==> src/rtl/sec_poll_pkg.sv <==
package sec_poll_pkg;
  parameter int SEQ_W = 3;
  typedef logic [SEQ_W-1:0] seq_t;

  typedef enum logic [1:0] {RX_I = 2'd0, RX_RR = 2'd1, RX_REJ = 2'd2, RX_RNR = 2'd3} rx_kind_e;
  typedef enum logic [1:0] {TX_INFO = 2'd0, TX_TRANSP = 2'd1, TX_RRESP = 2'd2} tx_kind_e;
  typedef enum logic [1:0] {ST_IDLE, ST_SEND, ST_WAIT, ST_STUCK} st_e;
  typedef enum logic [1:0] {ACK_NONE, ACK_POS, ACK_REP} ack_e;

  function automatic seq_t seq_next(seq_t s);
    return s + seq_t'(1);
  endfunction

  // permission for an information frame: polled RR or polled I
  function automatic logic info_grant(logic [1:0] kind, logic poll);
    return poll && (kind == RX_I || kind == RX_RR);
  endfunction

  // permission for a transparent frame: any I, or any polled supervisory
  function automatic logic transp_grant(logic [1:0] kind, logic poll);
    return (kind == RX_I) || poll;
  endfunction

  function automatic ack_e ack_class(logic [1:0] kind, seq_t nr, seq_t ns);
    if (kind == RX_REJ) return ACK_REP;
    if (nr == seq_next(ns)) return ACK_POS;
    if (nr == ns) return ACK_REP;
    return ACK_NONE;
  endfunction
endpackage

==> src/rtl/sec_grant_decode.sv <==
module sec_grant_decode
  import sec_poll_pkg::*;
(
  input  logic       rx_valid,
  input  logic [1:0] rx_kind,
  input  logic       rx_poll,
  input  logic       pend_info,
  input  logic       pend_transp,
  output logic       go_info,
  output logic       go_transp,
  output logic       go_rresp
);
  always_comb begin
    go_info   = rx_valid && pend_info && info_grant(rx_kind, rx_poll);
    go_transp = rx_valid && !go_info && pend_transp && transp_grant(rx_kind, rx_poll);
    go_rresp  = rx_valid && rx_poll && !pend_info && !pend_transp;
  end
endmodule

==> src/rtl/sec_ack_judge.sv <==
module sec_ack_judge
  import sec_poll_pkg::*;
(
  input  logic       awaiting,
  input  logic       rx_valid,
  input  logic [1:0] rx_kind,
  input  seq_t       rx_nr,
  input  seq_t       sent_ns,
  output logic       ack_pos,
  output logic       ack_rep
);
  ack_e verdict;
  always_comb begin
    verdict = ack_class(rx_kind, rx_nr, sent_ns);
    ack_pos = awaiting && rx_valid && (verdict == ACK_POS);
    ack_rep = awaiting && rx_valid && (verdict == ACK_REP);
  end
endmodule

==> src/rtl/sec_recovery_timer.sv <==
module sec_recovery_timer #(
  parameter int TMR_W = 16
) (
  input  logic             clk,
  input  logic             rst_n,
  input  logic             start,
  input  logic             stop,
  input  logic [TMR_W-1:0] limit,
  output logic             expire
);
  logic             run_q;
  logic [TMR_W-1:0] cnt_q;
  logic             at_limit;

  assign at_limit = (cnt_q == limit);
  assign expire   = run_q && at_limit && !start && !stop;

  always_ff @(posedge clk or negedge rst_n) begin
    if (!rst_n) begin
      run_q <= 1'b0;
      cnt_q <= '0;
    end else if (start) begin
      run_q <= 1'b1;
      cnt_q <= '0;
    end else if (stop) begin
      run_q <= 1'b0;
    end else if (run_q) begin
      if (at_limit) run_q <= 1'b0;
      else          cnt_q <= cnt_q + TMR_W'(1);
    end
  end
endmodule

==> src/rtl/sec_poll_tx_ctrl.sv <==
module sec_poll_tx_ctrl
  import sec_poll_pkg::*;
#(
  parameter int TMR_W = 16
) (
  input  logic             clk,
  input  logic             rst_n,
  input  logic             cmd_send_info,
  input  logic             cmd_send_transp,
  input  logic             cmd_tx_reset,
  input  logic             cmd_tmr_start,
  input  logic             cmd_tmr_stop,
  input  logic [TMR_W-1:0] tmr_limit,
  input  logic             rx_valid,
  input  logic [1:0]       rx_kind,
  input  logic             rx_poll,
  input  logic [SEQ_W-1:0] rx_nr,
  input  logic             tx_done,
  output logic             tx_start,
  output logic [1:0]       tx_kind,
  output logic             tx_final,
  output logic [SEQ_W-1:0] tx_ns,
  output logic             fifo_en,
  output logic             irq_all_sent,
  output logic             irq_repeat,
  output logic             irq_timeout
);
  st_e  st_q;
  seq_t seq_q;
  logic pend_info_q, pend_transp_q;

  // named internal events
  logic go_info, go_transp, go_rresp;
  logic ack_pos, ack_rep, tmr_expire;
  logic in_idle, awaiting, ev_sent_info;

  assign in_idle      = (st_q == ST_IDLE);
  assign awaiting     = (st_q == ST_WAIT);
  assign ev_sent_info = (st_q == ST_SEND) && tx_done && (tx_kind == TX_INFO);
  assign fifo_en      = !((st_q == ST_WAIT) || (st_q == ST_STUCK));

  sec_grant_decode u_grant (
    .rx_valid    (rx_valid && in_idle),
    .rx_kind     (rx_kind),
    .rx_poll     (rx_poll),
    .pend_info   (pend_info_q),
    .pend_transp (pend_transp_q),
    .go_info     (go_info),
    .go_transp   (go_transp),
    .go_rresp    (go_rresp)
  );

  sec_ack_judge u_ack (
    .awaiting (awaiting),
    .rx_valid (rx_valid),
    .rx_kind  (rx_kind),
    .rx_nr    (rx_nr),
    .sent_ns  (seq_q),
    .ack_pos  (ack_pos),
    .ack_rep  (ack_rep)
  );

  sec_recovery_timer #(.TMR_W(TMR_W)) u_tmr (
    .clk    (clk),
    .rst_n  (rst_n),
    .start  (cmd_tmr_start),
    .stop   (cmd_tmr_stop),
    .limit  (tmr_limit),
    .expire (tmr_expire)
  );

  always_ff @(posedge clk or negedge rst_n) begin
    if (!rst_n) begin
      st_q          <= ST_IDLE;
      seq_q         <= '0;
      pend_info_q   <= 1'b0;
      pend_transp_q <= 1'b0;
      tx_start      <= 1'b0;
      tx_kind       <= TX_INFO;
      tx_final      <= 1'b0;
      tx_ns         <= '0;
      irq_all_sent  <= 1'b0;
      irq_repeat    <= 1'b0;
      irq_timeout   <= 1'b0;
    end else begin
      tx_start     <= 1'b0;
      irq_all_sent <= 1'b0;
      irq_repeat   <= 1'b0;
      irq_timeout  <= 1'b0;
      if (cmd_send_info)   pend_info_q   <= 1'b1;
      if (cmd_send_transp) pend_transp_q <= 1'b1;

      if (cmd_tx_reset) begin
        st_q          <= ST_IDLE;
        pend_info_q   <= 1'b0;
        pend_transp_q <= 1'b0;
      end else begin
        unique case (st_q)
          ST_IDLE: begin
            if (go_info) begin
              st_q     <= ST_SEND;
              tx_start <= 1'b1;
              tx_kind  <= TX_INFO;
              tx_final <= 1'b1;
              tx_ns    <= seq_q;
            end else if (go_transp) begin
              st_q          <= ST_SEND;
              tx_start      <= 1'b1;
              tx_kind       <= TX_TRANSP;
              tx_final      <= rx_poll;
              pend_transp_q <= 1'b0;
            end else if (go_rresp) begin
              st_q     <= ST_SEND;
              tx_start <= 1'b1;
              tx_kind  <= TX_RRESP;
              tx_final <= 1'b1;
            end
          end
          ST_SEND: begin
            if (tx_done) st_q <= (tx_kind == TX_INFO) ? ST_WAIT : ST_IDLE;
          end
          ST_WAIT: begin
            if (ack_pos) begin
              seq_q        <= seq_next(seq_q);
              pend_info_q  <= cmd_send_info;
              irq_all_sent <= 1'b1;
              st_q         <= ST_IDLE;
            end else if (ack_rep) begin
              irq_repeat <= 1'b1;
              st_q       <= ST_IDLE;
            end else if (tmr_expire) begin
              irq_timeout <= 1'b1;
              st_q        <= ST_STUCK;
            end
          end
          default: ;
        endcase
      end
    end
  end
endmodule

==> config.mk <==
export PLATFORM = sky130hd
export DESIGN_NAME = sec_poll_tx_ctrl
export DESIGN_NICKNAME = d
export VERILOG_FILES = /design/src/rtl/sec_poll_pkg.sv /design/src/rtl/sec_grant_decode.sv /design/src/rtl/sec_ack_judge.sv /design/src/rtl/sec_recovery_timer.sv /design/src/rtl/sec_poll_tx_ctrl.sv
export SDC_FILE = /design/constraint.sdc
export NUM_CORES = 1
export LEC_CHECK = 0
export ABC_AREA = 1
export CELL_PAD_IN_SITES_DETAIL_PLACEMENT = 1
export CELL_PAD_IN_SITES_GLOBAL_PLACEMENT = 2
export CORE_ASPECT_RATIO = 0.9
export CORE_MARGIN = 2
export CORE_UTILIZATION = 25
export DETAILED_ROUTE_END_ITERATION = 16
export GPL_TIMING_DRIVEN = 0
export PLACE_DENSITY_LB_ADDON = 0.1
export SETUP_SLACK_MARGIN = 0.3
export SLEW_MARGIN = 10
export SYNTH_ARGS = -nofsm -noshare
export SYNTH_HDL_FRONTEND = slang
export SYNTH_SLANG_ARGS = --single-unit
==> constraint.sdc <==
create_clock -name clk -period 1.6 [get_ports clk]
set_input_delay 0.16 -clock clk [delete_from_list [all_inputs] [get_ports clk]]
set_output_delay 0.16 -clock clk [all_outputs]
set_load 0.05 [all_outputs]
==> flow_summary_export.csv <==
group,metric,value,unit
outcome,status,"finished with violations",
outcome,failed_checks,"negative setup slack",
timing,finalMaxSlewViolations,0,
routing,via_count,2490,
pwr,leakagePower,1.90,nW
logic_synthesis,syn-num-nets,373,
setup_path,path_max_fanout,4,
job,cap_violations,0,
cells_and_area,nNetsFinal,474,
pwr,clkPwrFrac,24.7,%
logic_synthesis,ys_seq_area_share,38.0,%
logic_synthesis,synth_warnings,0,
timing,hold_ws,331,ps
cells_and_area,synthToLayoutAreaGrowth,70.7,%
timing,slew_headroom,59.2,%
cells_and_area,final_common_cell,"nand2_1",
cells_and_area,layout-drive-gt1-share,40.4,%
placed_design,gp_congestion,0.802,
setup_path,cp.arrival,1840,ps
pwr,power_density,857,mW/mm^2
clock_network,path_clk_slew,80,ps
pwr,vdd.ir_drop.worst,709,uV
routing,ant_nets,0,
cells_and_area,utilization,44.2,%
timing,skew,12.2,ps
routing,vias_per_cell,4.47,
placed_design,dp_hpwl,5.28,mm
timing,worst_pin_slew,610,ps
routing,wl,7.69,mm
timing,worst_slack,-33.2,ps
clock_network,htree_levels,2,
placed_design,dp_cells,497,
logic_synthesis,ys_types,21,
routing,drc,0,
setup_path,timing.rr.start,"u_tmr.cnt_q[0]",
pwr,switchingPower,1.24,mW
cells_and_area,fin_area,0.00382,mm^2
timing,min_period_over_period,102,%
clock_network,cts_sinks,34,
setup_path,r2r_end,"u_tmr.cnt_q[5]",
routing,wire_per_inst,13.8,um
routing,firstDrtPassIters,4,
setup_path,path_class,"reg2reg",
floorplan,rows,32,
grt,grt_max_degree,20,
timing,fmax,0.612,GHz
logic_synthesis,syn_area,0.00224,mm^2
timing,fin_crit,1630,ps
routing,drt_iter0_drc,61,
cells_and_area,diodes,0,
clock_network,cts_made_buffers,5,
grt,grt_pass1_wl,12.7,mm
floorplan,die-area,0.00972,mm^2
setup_path,end_kind,"flip-flop",
grt,grt_pass1_vias,2564,
placed_design,io_buffers,41,
cells_and_area,regArea,857,um^2
cells_and_area,final_cell_mix,"nand2_1 (89), buf_4 (38), inv_1 (36)",
floorplan,die_h,93.7,um
cells_and_area,fin_cells,557,
timing,hold_viol_final,0,
pwr,sw_frac_of_total,37.8,%
timing,rsz0062_at_grt,"true",
pwr,p_int,2.04,mW
pwr,power,3.27,mW
cells_and_area,fillers,1092,
pwr,comb_power_share,43.4,%
setup_path,required,1810,ps
pwr,seq_power_share,31.9,%
clock_network,cts_buffer_depth,2,
floorplan,core_area,0.00865,mm^2
floorplan,ios,42,
setup_path,r2r_cells,7,
min_path,min_path_type,"in2async",
grt,grt_usage,16.4,%
floorplan,start_util,25.9,%
placed_design,dpl_cell_area,0.00287,mm^2
logic_synthesis,ys_seq_elements,34,
floorplan,die_x,104,um
cells_and_area,multi_input_area,0.00158,mm^2
clock_network,cts-root-buf,"clkbuf_8",
logic_synthesis,avgSynthCellArea,6.66,um^2
clock_network,worst_skew_pair.late_latency,290,ps
grt,grt-ovfl-total,0,
clock_network,cts_tree,"done",
logic_synthesis,syn_inst,336,
grt,antenna_found_initial,0,
setup_path,cp-start-kind,"flip-flop",
timing,setup_violations,3,
setup_path,ff2ff_setup_slack,-30,ps
==> layout make-up <==
cell class / instances / share of cell area [%]
timing repair buffer: 91 / 22.4
timing repair inverter: 1 / 0.295
inverter: 58 / 6.35
multi-input combinational: 244 / 41.5
clock buffer: 5 / 1.80
sequential: 34 / 22.4
buffer: 2 / 0.328
clock inverter: 3 / 1.05
tap: 119 / 3.90
==> Yosys cell counts (all sizes together) <==
library cell / count / area share [%]
inv: 57 / 9.6
buf: 2 / 0.34
nor2: 33 / 5.9
nor3: 9 / 2.0
ha: 6 / 3.4
o22a: 1 / 0.39
o21ai: 20 / 4.5
nand2: 121 / 21
dfrtp: 34 / 38
and3: 1 / 0.28
a21oi: 2 / 0.45
nand3: 23 / 5.1
xnor2: 2 / 0.78
nand4: 10 / 2.8
xor2: 9 / 3.5
o31ai: 5 / 1.7
clkinv: 1 / 0.22
==> repair_timing <==
action                     CTS  global route
setup buffers               35            13
hold buffers                 1             0
pin swaps                   29            21
hold endpoints to repair    15             0
setup endpoints to repair   44            39
gates cloned                 3             0
gates resized for setup    108            60
==> metal layers <==
metal  track usage [%]  vias to the layer above  share of wire (%)  wire length, um
met5                 0                        -                  0                0
met4              4.05                        0                1.1               86
met3              2.98                        6                3.9              298
met2              26.4                       47                 46             3540
met1              22.9                     1179                 49             3760
li1                  -                     1258                  -                -
==> through the flow <==
| stage | TNS (ps) | setup WS, ps |
|---|---|---|
| 2_1_floorplan | 0 | 80.1 |
| 3_3_place_gp | -24460 | -576 |
| 3_5_place_dp | -5150 | -300 |
| 4_1_cts | -163 | -42.0 |
| 5_1_grt | -2280 | -170 |
| 6_report | -59.9 | -33.2 |
==> how the worst max path moves through the flow <==
| stage | start | to | slack, ps | depth (start not counted) |
|---|---|---|---|---|
| finish | u_tmr.cnt_q[0] | u_tmr.cnt_q[5] | -30 | 7 |
| global route | st_q[0] | st_q[1] | -170 | 10 |
| CTS | seq_q[0] | seq_q[2] | -40 | 10 |
| detailed placement | tmr_limit[13] | u_tmr.cnt_q[4] | -300 | 13 |
| global placement | rst_n | st_q[1] | -580 | 1 |
| floorplan | seq_q[0] | st_q[1] | 80 | 12 |
==> critical path, stage by stage (launching register included) <==
cell	delay [ps]
dfrtp_1	400
buf_4	160
nand3_1	200
nor2_2	190
buf_4	130
xor2_1	290
nand3_4	120
o21ai_2	70
==> logic make-up (layout without fill, tap and decap cells) <==
logic type	count (synthesis)	in the layout	share of synthesized area, %
AO/OA/AOI/OAI	28	28	6.99
adder cells (fa/ha/maj)	6	6	3.36
AND/OR/NAND/NOR	197	199	37.2
XOR/XNOR	11	11	4.31
flip-flops	34	34	38.0
buffers and inverters	60	160	10.1
==> power by group through the flow <==
stage | clock network, mW | logic, mW | registers, mW
6_report | 0.808 | 1.42 | 1.05
5_1_grt | 0.869 | 1.56 | 1.06
4_1_cts | 0.838 | 1.24 | 1.04
3_5_place_dp | 0 | 1.02 | 1.06
3_3_place_gp | 0 | 0.999 | 1.06
2_1_floorplan | 0 | 0.440 | 1.27
==> state kept, by name, summed over array words and instances (netlist names) <==
register,cells
tx_kind,2
tx_start,1
irq_repeat,1
seq_q,3
irq_all_sent,1
u_tmr.cnt_q,16
st_q,2
u_tmr.run_q,1
irq_timeout,1
tx_final,1
tx_ns,3
pend_info_q,1
pend_transp_q,1
No activity file was read; power rests on OpenSTA's default activity.
